File: src/rtl/vec_irq_pkg.sv
package vec_irq_pkg;

  typedef enum logic [2:0] {
    RG_VEC,
    RG_PRIO,
    RG_EN,
    RG_MASK,
    RG_ACT,
    RG_NONE
  } reg_region_e;

  // Word map: n handler words, n priority words, then enable, mask, active.
  function automatic reg_region_e region_of(input int unsigned a, input int unsigned n);
    if (a < n)               return RG_VEC;
    else if (a < 2 * n)      return RG_PRIO;
    else if (a == 2 * n)     return RG_EN;
    else if (a == 2 * n + 1) return RG_MASK;
    else if (a == 2 * n + 2) return RG_ACT;
    else                     return RG_NONE;
  endfunction

endpackage

File: src/rtl/vec_irq_regs.sv
module vec_irq_regs
  import vec_irq_pkg::*;
#(
  parameter int NUM_SRC = 32,
  parameter int DATA_W  = 32,
  parameter int PRIO_W  = 4,
  parameter int ADDR_W  = 8
) (
  input  logic                             clk,
  input  logic                             rst_n,
  input  logic                             wr_en,
  input  logic [ADDR_W-1:0]                addr,
  input  logic [DATA_W-1:0]                wdata,
  output logic [DATA_W-1:0]                rdata,
  output logic [NUM_SRC-1:0][DATA_W-1:0]   vec_tbl,
  output logic [NUM_SRC-1:0][PRIO_W-1:0]   prio_tbl,
  output logic [NUM_SRC-1:0]               src_en,
  output logic [(1<<PRIO_W)-1:0]           lvl_mask
);

  localparam int NUM_LVL = 1 << PRIO_W;
  localparam int IDX_W   = (NUM_SRC > 1) ? $clog2(NUM_SRC) : 1;

  logic [NUM_SRC-1:0][DATA_W-1:0] vec_q;
  logic [NUM_SRC-1:0][PRIO_W-1:0] prio_q;
  logic [NUM_SRC-1:0]             en_q;
  logic [NUM_LVL-1:0]             mask_q;

  reg_region_e       rgn;
  logic [ADDR_W-1:0] rel;
  logic [IDX_W-1:0]  sel_idx;

  assign rgn     = region_of(32'(addr), NUM_SRC);
  assign rel     = (rgn == RG_PRIO) ? addr - ADDR_W'(NUM_SRC) : addr;
  assign sel_idx = rel[IDX_W-1:0];

  always_ff @(posedge clk or negedge rst_n) begin
    if (!rst_n) begin
      vec_q  <= '0;
      prio_q <= '0;
      en_q   <= '0;
      mask_q <= '1;
    end else if (wr_en) begin
      case (rgn)
        RG_VEC:  vec_q[sel_idx]  <= wdata;
        RG_PRIO: prio_q[sel_idx] <= wdata[PRIO_W-1:0];
        RG_EN:   en_q            <= wdata[NUM_SRC-1:0];
        RG_MASK: mask_q          <= wdata[NUM_LVL-1:0];
        default: ;
      endcase
    end
  end

  always_comb begin
    case (rgn)
      RG_VEC:  rdata = vec_q[sel_idx];
      RG_PRIO: rdata = DATA_W'(prio_q[sel_idx]);
      RG_EN:   rdata = DATA_W'(en_q);
      RG_MASK: rdata = DATA_W'(mask_q);
      default: rdata = '0;
    endcase
  end

  assign vec_tbl  = vec_q;
  assign prio_tbl = prio_q;
  assign src_en   = en_q;
  assign lvl_mask = mask_q;

endmodule

File: src/rtl/vec_irq_arb.sv
module vec_irq_arb #(
  parameter int NUM_SRC = 32,
  parameter int PRIO_W  = 4
) (
  input  logic [NUM_SRC-1:0]             irq_lines,
  input  logic [NUM_SRC-1:0]             src_en,
  input  logic [(1<<PRIO_W)-1:0]         lvl_mask,
  input  logic [NUM_SRC-1:0][PRIO_W-1:0] prio_tbl,
  output logic                           win_valid,
  output logic [((NUM_SRC>1)?$clog2(NUM_SRC):1)-1:0] win_idx,
  output logic [PRIO_W-1:0]              win_prio
);

  localparam int IDX_W = (NUM_SRC > 1) ? $clog2(NUM_SRC) : 1;
  localparam int LV    = IDX_W;
  localparam int N2    = 1 << LV;

  logic [NUM_SRC-1:0] pend;

  // Per-source gating: line, enable, and the mask bit of its own level.
  for (genvar s = 0; s < NUM_SRC; s++) begin : g_gate
    assign pend[s] = irq_lines[s] & src_en[s] & lvl_mask[prio_tbl[s]];
  end

  logic              nv [2*N2];
  logic [PRIO_W-1:0] np [2*N2];
  logic [IDX_W-1:0]  ni [2*N2];

  // Tournament tree, heap ordered; the left child holds lower indices and wins ties.
  always_comb begin
    for (int k = 0; k < 2 * N2; k++) begin
      nv[k] = 1'b0;
      np[k] = '0;
      ni[k] = '0;
    end
    for (int s = 0; s < N2; s++) begin
      if (s < NUM_SRC) begin
        nv[N2+s] = pend[s];
        np[N2+s] = prio_tbl[s];
      end
      ni[N2+s] = IDX_W'(s);
    end
    for (int k = N2 - 1; k >= 1; k--) begin
      if (nv[2*k] && (!nv[2*k+1] || np[2*k] <= np[2*k+1])) begin
        nv[k] = 1'b1;
        np[k] = np[2*k];
        ni[k] = ni[2*k];
      end else begin
        nv[k] = nv[2*k+1];
        np[k] = np[2*k+1];
        ni[k] = ni[2*k+1];
      end
    end
  end

  assign win_valid = nv[1];
  assign win_prio  = np[1];
  assign win_idx   = ni[1];

endmodule

File: src/rtl/vec_irq_stack.sv
module vec_irq_stack #(
  parameter int PRIO_W = 4
) (
  input  logic                             clk,
  input  logic                             rst_n,
  input  logic                             push,
  input  logic [PRIO_W-1:0]                push_lvl,
  input  logic                             pop,
  output logic                             empty,
  output logic [PRIO_W-1:0]                top_lvl,
  output logic [$clog2((1<<PRIO_W)+1)-1:0] depth
);

  localparam int DEPTH = 1 << PRIO_W;
  localparam int CNT_W = $clog2(DEPTH + 1);

  logic [PRIO_W-1:0] mem [DEPTH];
  logic [CNT_W-1:0]  cnt_q;

  always_ff @(posedge clk or negedge rst_n) begin
    if (!rst_n) begin
      cnt_q <= '0;
    end else if (push && cnt_q < CNT_W'(DEPTH)) begin
      cnt_q <= cnt_q + 1'b1;
    end else if (pop && cnt_q != '0) begin
      cnt_q <= cnt_q - 1'b1;
    end
  end

  always_ff @(posedge clk) begin
    if (push && cnt_q < CNT_W'(DEPTH)) mem[PRIO_W'(cnt_q)] <= push_lvl;
  end

  assign empty   = (cnt_q == '0);
  assign top_lvl = empty ? '0 : mem[PRIO_W'(cnt_q - 1'b1)];
  assign depth   = cnt_q;

endmodule

File: src/rtl/vec_irq_ctrl.sv
module vec_irq_ctrl
  import vec_irq_pkg::*;
#(
  parameter int NUM_SRC = 32,
  parameter int DATA_W  = 32,
  parameter int PRIO_W  = 4,
  parameter int ADDR_W  = 8
) (
  input  logic               clk,
  input  logic               rst_n,
  input  logic [NUM_SRC-1:0] irq_lines,
  input  logic               bus_sel,
  input  logic               bus_wr,
  input  logic [ADDR_W-1:0]  bus_addr,
  input  logic [DATA_W-1:0]  bus_wdata,
  output logic [DATA_W-1:0]  bus_rdata,
  output logic               cpu_irq
);

  localparam int NUM_LVL = 1 << PRIO_W;
  localparam int IDX_W   = (NUM_SRC > 1) ? $clog2(NUM_SRC) : 1;
  localparam int CNT_W   = $clog2(NUM_LVL + 1);

  logic [NUM_SRC-1:0][DATA_W-1:0] vec_tbl;
  logic [NUM_SRC-1:0][PRIO_W-1:0] prio_tbl;
  logic [NUM_SRC-1:0]             src_en;
  logic [NUM_LVL-1:0]             lvl_mask;
  logic [DATA_W-1:0]              reg_rdata;

  logic              win_valid;
  logic [IDX_W-1:0]  win_idx;
  logic [PRIO_W-1:0] win_prio;

  logic              stk_empty;
  logic [PRIO_W-1:0] stk_top;
  logic [CNT_W-1:0]  stk_depth;

  reg_region_e       rgn;
  logic              ack_rd, retire_wr, qualify, push;
  logic [DATA_W-1:0] win_vec, cur_addr;
  logic              irq_q;

  vec_irq_regs #(.NUM_SRC(NUM_SRC), .DATA_W(DATA_W), .PRIO_W(PRIO_W), .ADDR_W(ADDR_W)) u_regs (
    .clk      (clk),
    .rst_n    (rst_n),
    .wr_en    (bus_sel & bus_wr),
    .addr     (bus_addr),
    .wdata    (bus_wdata),
    .rdata    (reg_rdata),
    .vec_tbl  (vec_tbl),
    .prio_tbl (prio_tbl),
    .src_en   (src_en),
    .lvl_mask (lvl_mask)
  );

  vec_irq_arb #(.NUM_SRC(NUM_SRC), .PRIO_W(PRIO_W)) u_arb (
    .irq_lines (irq_lines),
    .src_en    (src_en),
    .lvl_mask  (lvl_mask),
    .prio_tbl  (prio_tbl),
    .win_valid (win_valid),
    .win_idx   (win_idx),
    .win_prio  (win_prio)
  );

  vec_irq_stack #(.PRIO_W(PRIO_W)) u_stack (
    .clk      (clk),
    .rst_n    (rst_n),
    .push     (push),
    .push_lvl (win_prio),
    .pop      (retire_wr),
    .empty    (stk_empty),
    .top_lvl  (stk_top),
    .depth    (stk_depth)
  );

  assign rgn       = region_of(32'(bus_addr), NUM_SRC);
  assign ack_rd    = bus_sel & ~bus_wr & (rgn == RG_ACT);
  assign retire_wr = bus_sel &  bus_wr & (rgn == RG_ACT);

  // The winner is already the most urgent source, so comparing it alone suffices.
  assign qualify = win_valid & (stk_empty | (win_prio < stk_top));
  assign push    = ack_rd & qualify;
  assign win_vec = vec_tbl[win_idx];

  always_ff @(posedge clk or negedge rst_n) begin
    if (!rst_n) begin
      cur_addr <= '0;
      irq_q    <= 1'b0;
    end else begin
      irq_q <= qualify;
      if (push) cur_addr <= win_vec;
    end
  end

  always_comb begin
    if (!bus_sel || bus_wr)   bus_rdata = '0;
    else if (rgn == RG_ACT)   bus_rdata = qualify ? win_vec : cur_addr;
    else                      bus_rdata = reg_rdata;
  end

  assign cpu_irq = irq_q;

endmodule

File: config.mk
export PLATFORM = sky130hd
export DESIGN_NAME = vec_irq_ctrl
export DESIGN_NICKNAME = d
export VERILOG_FILES = /design/src/rtl/vec_irq_pkg.sv /design/src/rtl/vec_irq_regs.sv /design/src/rtl/vec_irq_arb.sv /design/src/rtl/vec_irq_stack.sv /design/src/rtl/vec_irq_ctrl.sv
export SDC_FILE = /design/constraint.sdc
export NUM_CORES = 2
export LEC_CHECK = 0
export ABC_AREA = 1
export BUFFER_PORTS_ARGS = -buffer_cell sky130_fd_sc_hd__buf_4
export CAP_MARGIN = 20
export CORE_UTILIZATION = 35
export DETAILED_ROUTE_END_ITERATION = 7
export PLACE_DENSITY_LB_ADDON = 0.12
export SYNTH_ARGS = -nofsm -noshare
export SYNTH_HDL_FRONTEND = slang
export SYNTH_SLANG_ARGS = --single-unit
File: constraint.sdc
create_clock -name clk -period 8.1 [get_ports clk]
set_input_delay 0.81 -clock clk [delete_from_list [all_inputs] [get_ports clk]]
set_output_delay 0.81 -clock clk [all_outputs]
set_load 0.005 [all_outputs]
==> qor.csv <==
metric,value,unit
Max Buffers Root-to-Sink,3,
overall routing resource usage,0.337,
Switch Pwr,4.98,mW
Final #Nets,11124,
vias in the first global route,77060,
worst skew pair latency,0.87,ns
Initial DRC Count,11240,
Reg power frac,0.403,
dpl cell area,0.0861,mm^2
CP Launch Type,flip-flop,
max_slew headroom,0.0791,
slowest CP cell,dfstp_2,
RePlAce Congestion,0.911,
H-tree levels,4,
Synth Cell Area,0.0757,mm^2
Post-synth EDFFs,64,
worst-margin pin slew,1.35,ns
Max Clock Freq,95.3,MHz
Worst-path clk slew,0.06,ns
initial antenna violation count,21,
post-layout min period,10.50,ns
worst hold endpoint,u_regs.vec_tbl[372],
Synth cell types,54,
Top delay family on crit path,buffers and inverters,
status,"finished, violations left",
most frequent CP cell,buf_4,
row cnt,170,
Lkg Pwr,43.5,nW
Die Span Y,467,um
"Period Utilization, post-route",1.30,
Routed WL per cell,27.2,um
DR vias/cell,5.95,
DRT Pass-1 Iters,6,
Clock Sinks,1302,
post-synthesis average cell area,7.39,um^2
Layout area overhead,27.8,%
# IOs,109,
combinational share of power,0.151,
Reg2Reg Depth,72,
DPL Wire Length,226,mm
detailed-route via count,82754,
worst setup margin,-2.40,ns
first-pass GRT wire length,544,mm
Syn Inst Count,10243,
RSZ-0062 raised after global routing,yes,
post-route cell area,0.0967,mm^2
Hold Path Origin,bus_wdata[20],
post-route core utilization,0.450,
Die W,467,um
CTS Buf Count,160,
Critical Path Fanout Max,7,
Final Setup Violations,128,
"flops & latches, synth",1302,
Power Density,177,mW/mm^2
global route overflow,0,
clock network power share,0.446,
share of layout cells above drive strength 1,0.197,
VDD IR-drop max,0.157,mV
switching part of the total,0.291,
reg2reg setup slack,-0.57,ns
CP required,7.29,ns
post-route ant nets,0,
top_reg_cell synth,dfrtp_1,
clock skew,0.0383,ns
DIE AREA,0.218,mm^2
Hold Path Class,input port to flip-flop,
RR Endpoint,cur_addr[19],
Remaining DRCs,0,
CP endpoint kind,output pin,
largest net degree at the start of global routing,158,
critical path data arrival time,9.69,ns
sequential area share after synthesis,0.435,
Detailed Route WL,378,mm
Worst Hold Depth,3,
I/O Buffers,108,
CTS tree,done,
syn nets,10451,
Starting Density,0.352,
Placeable Area,0.215,mm^2
root buf cell,clkbuf_16,
Async SR Flop Fraction,0.951,
Synth warnings,0,
failing checks,setup timing,
Final Hold Fails,0,
Max-cap violations,0,
Pint,12.1,mW
CP Buf/Inv Count,43,
Reg2Reg Launch Point,u_regs.lvl_mask[13],
worst setup path class,flip-flop to output pin,
critical path's largest stage delay,0.55,ns
Slew Limit Fails,0,
==> how the worst max path moves through the flow <==
stage	start	to	slack, ns	cells past startpoint
after floorplan	u_regs.prio_tbl[96]	bus_rdata[10]	0.005	56
after global placement	u_regs.lvl_mask[9]	bus_rdata[14]	-2.49	57
after detailed placement	u_regs.lvl_mask[9]	bus_rdata[14]	-2.56	57
after CTS	u_regs.lvl_mask[11]	bus_rdata[14]	-2.07	68
after global routing	u_regs.lvl_mask[10]	bus_rdata[7]	-2.77	69
final	u_regs.lvl_mask[13]	bus_rdata[3]	-2.40	72
==> metrics by stage <==
| step | cells | hold slack, ns | TNS (ns) | setup slack, ns | power, mW |
|---|---|---|---|---|---|
| 3_5_place_dp | 13349 | 0.472 | -174.02 | -2.56 | 9.38 |
| 2_1_floorplan | 10243 | 0.449 | 0 | 0.00465 | 8.31 |
| 6_report | 13897 | 0.385 | -100.08 | -2.40 | 17.1 |
| 4_1_cts | 13838 | 0.384 | -71.58 | -2.07 | 17.1 |
| 3_3_place_gp | 13346 | 0.464 | -169.94 | -2.49 | 9.37 |
| 5_1_grt | 13888 | 0.375 | -161.20 | -2.77 | 17.7 |
==> layout make-up <==
cell class,count,area (um^2)
diodes,10,25.0
clock buffers,232,4710
clock inverters,63,806
fillers,21455,118000
inverters,422,1720
multi-input cells,7636,39400
flip-flops and latches,1302,32900
well taps,2838,3550
repair buffers,1394,13600
==> power by group through the flow <==
| stage | logic [mW] | registers (mW) | clock network (mW) |
|---|---|---|---|
| global route | 2.81 | 6.91 | 7.98 |
| floorplan | 1.35 | 6.96 | 0 |
| detailed placement | 2.38 | 7.00 | 0 |
| CTS | 2.49 | 6.88 | 7.71 |
| finish | 2.59 | 6.89 | 7.63 |
| global placement | 2.37 | 7.00 | 0 |
==> sequential cells by signal, summed over array words and instances, names as in the netlist <==
| signal | flops |
|---|---|
| u_regs.vec_tbl | 1024 |
| u_regs.prio_tbl | 128 |
| u_stack.mem | 64 |
| cur_addr | 32 |
| u_regs.src_en | 32 |
| u_regs.lvl_mask | 16 |
| u_stack.depth | 5 |
| cpu_irq | 1 |
==> layer usage <==
layer / vias to the layer above / wire [um] / GRT usage
met5: - / 34 / 0
met4: 4 / 20300 / 0.165
met3: 905 / 37100 / 0.0647
met2: 4708 / 164000 / 0.508
met1: 40259 / 157000 / 0.461
li1: 36878 / - / -
==> cells in the final DEF, fill, tap and decap left out, types with 72 or more instances in the layout <==
cell / synthesis / final
nand2_1: 2772 / 2652
nand3_1: 1942 / 1804
o21ai_0: 1619 / 1524
dfrtp_1: 1222 / 1222
buf_4: 61 / 1132
o22ai_1: 547 / 547
inv_1: 380 / 355
clkbuf_16: 0 / 175
buf_12: 0 / 146
nand3_2: 3 / 127
a21oi_1: 158 / 125
ha_1: 132 / 117
nor2_1: 110 / 96
nand2_2: 17 / 77
o21ai_2: 22 / 72
==> worst register-to-register path, delay by kind of cell, from the launching register on <==
kind,cells,cell delay (ns)
AND/OR/NAND/NOR,24,1.97
adder cells (fa/ha/maj),1,0.29
buffers and inverters,43,5.36
AO/OA/AOI/OAI,4,0.35
flip-flops,1,0.55
==> cell usage after synthesis (24+ instances only) <==
cell	count	share of area
inv_1	380	0.019
nand4_1	55	0.0045
a21oi_1	158	0.010
buf_4	61	0.0060
o22ai_1	547	0.045
ha_1	132	0.022
buf_1	62	0.0031
o21ai_1	24	0.0016
o211ai_1	71	0.0070
nand3_1	1942	0.13
clkbuf_1	490	0.024
dfrtp_1	1222	0.40
nor2_1	110	0.0055
buf_6	27	0.0040
edfxtp_1	64	0.025
buf_2	246	0.016
nand2_1	2772	0.14
o21ai_0	1619	0.11
==> repair_timing <==
| action | in CTS | in global routing |
|---|---|---|
| setup buffers | 187 | 29 |
| setup endpoints to repair | 134 | 134 |
| hold buffers | 1 | 0 |
| cloned | 18 | 15 |
| gates resized for setup | 456 | 196 |
| endpoints found under the hold margin | 87 | 0 |
| pin swaps | 151 | 101 |
==> cells by family (layout without fill, tap and decap cells) <==
| kind of cell | after synthesis | count (layout) | share of synthesized area |
|---|---|---|---|
| buffers and inverters | 1309 | 2111 | 0.0750 |
| flip-flops | 1302 | 1302 | 0.435 |
| adder cells (fa/ha/maj) | 132 | 132 | 0.0218 |
| XOR/XNOR | 6 | 6 | 0.000694 |
| AO/OA/AOI/OAI | 2553 | 2553 | 0.186 |
| other | 0 | 10 | 0 |
| AND/OR/NAND/NOR | 4941 | 4945 | 0.281 |
Power figures use the tool's default switching activity.
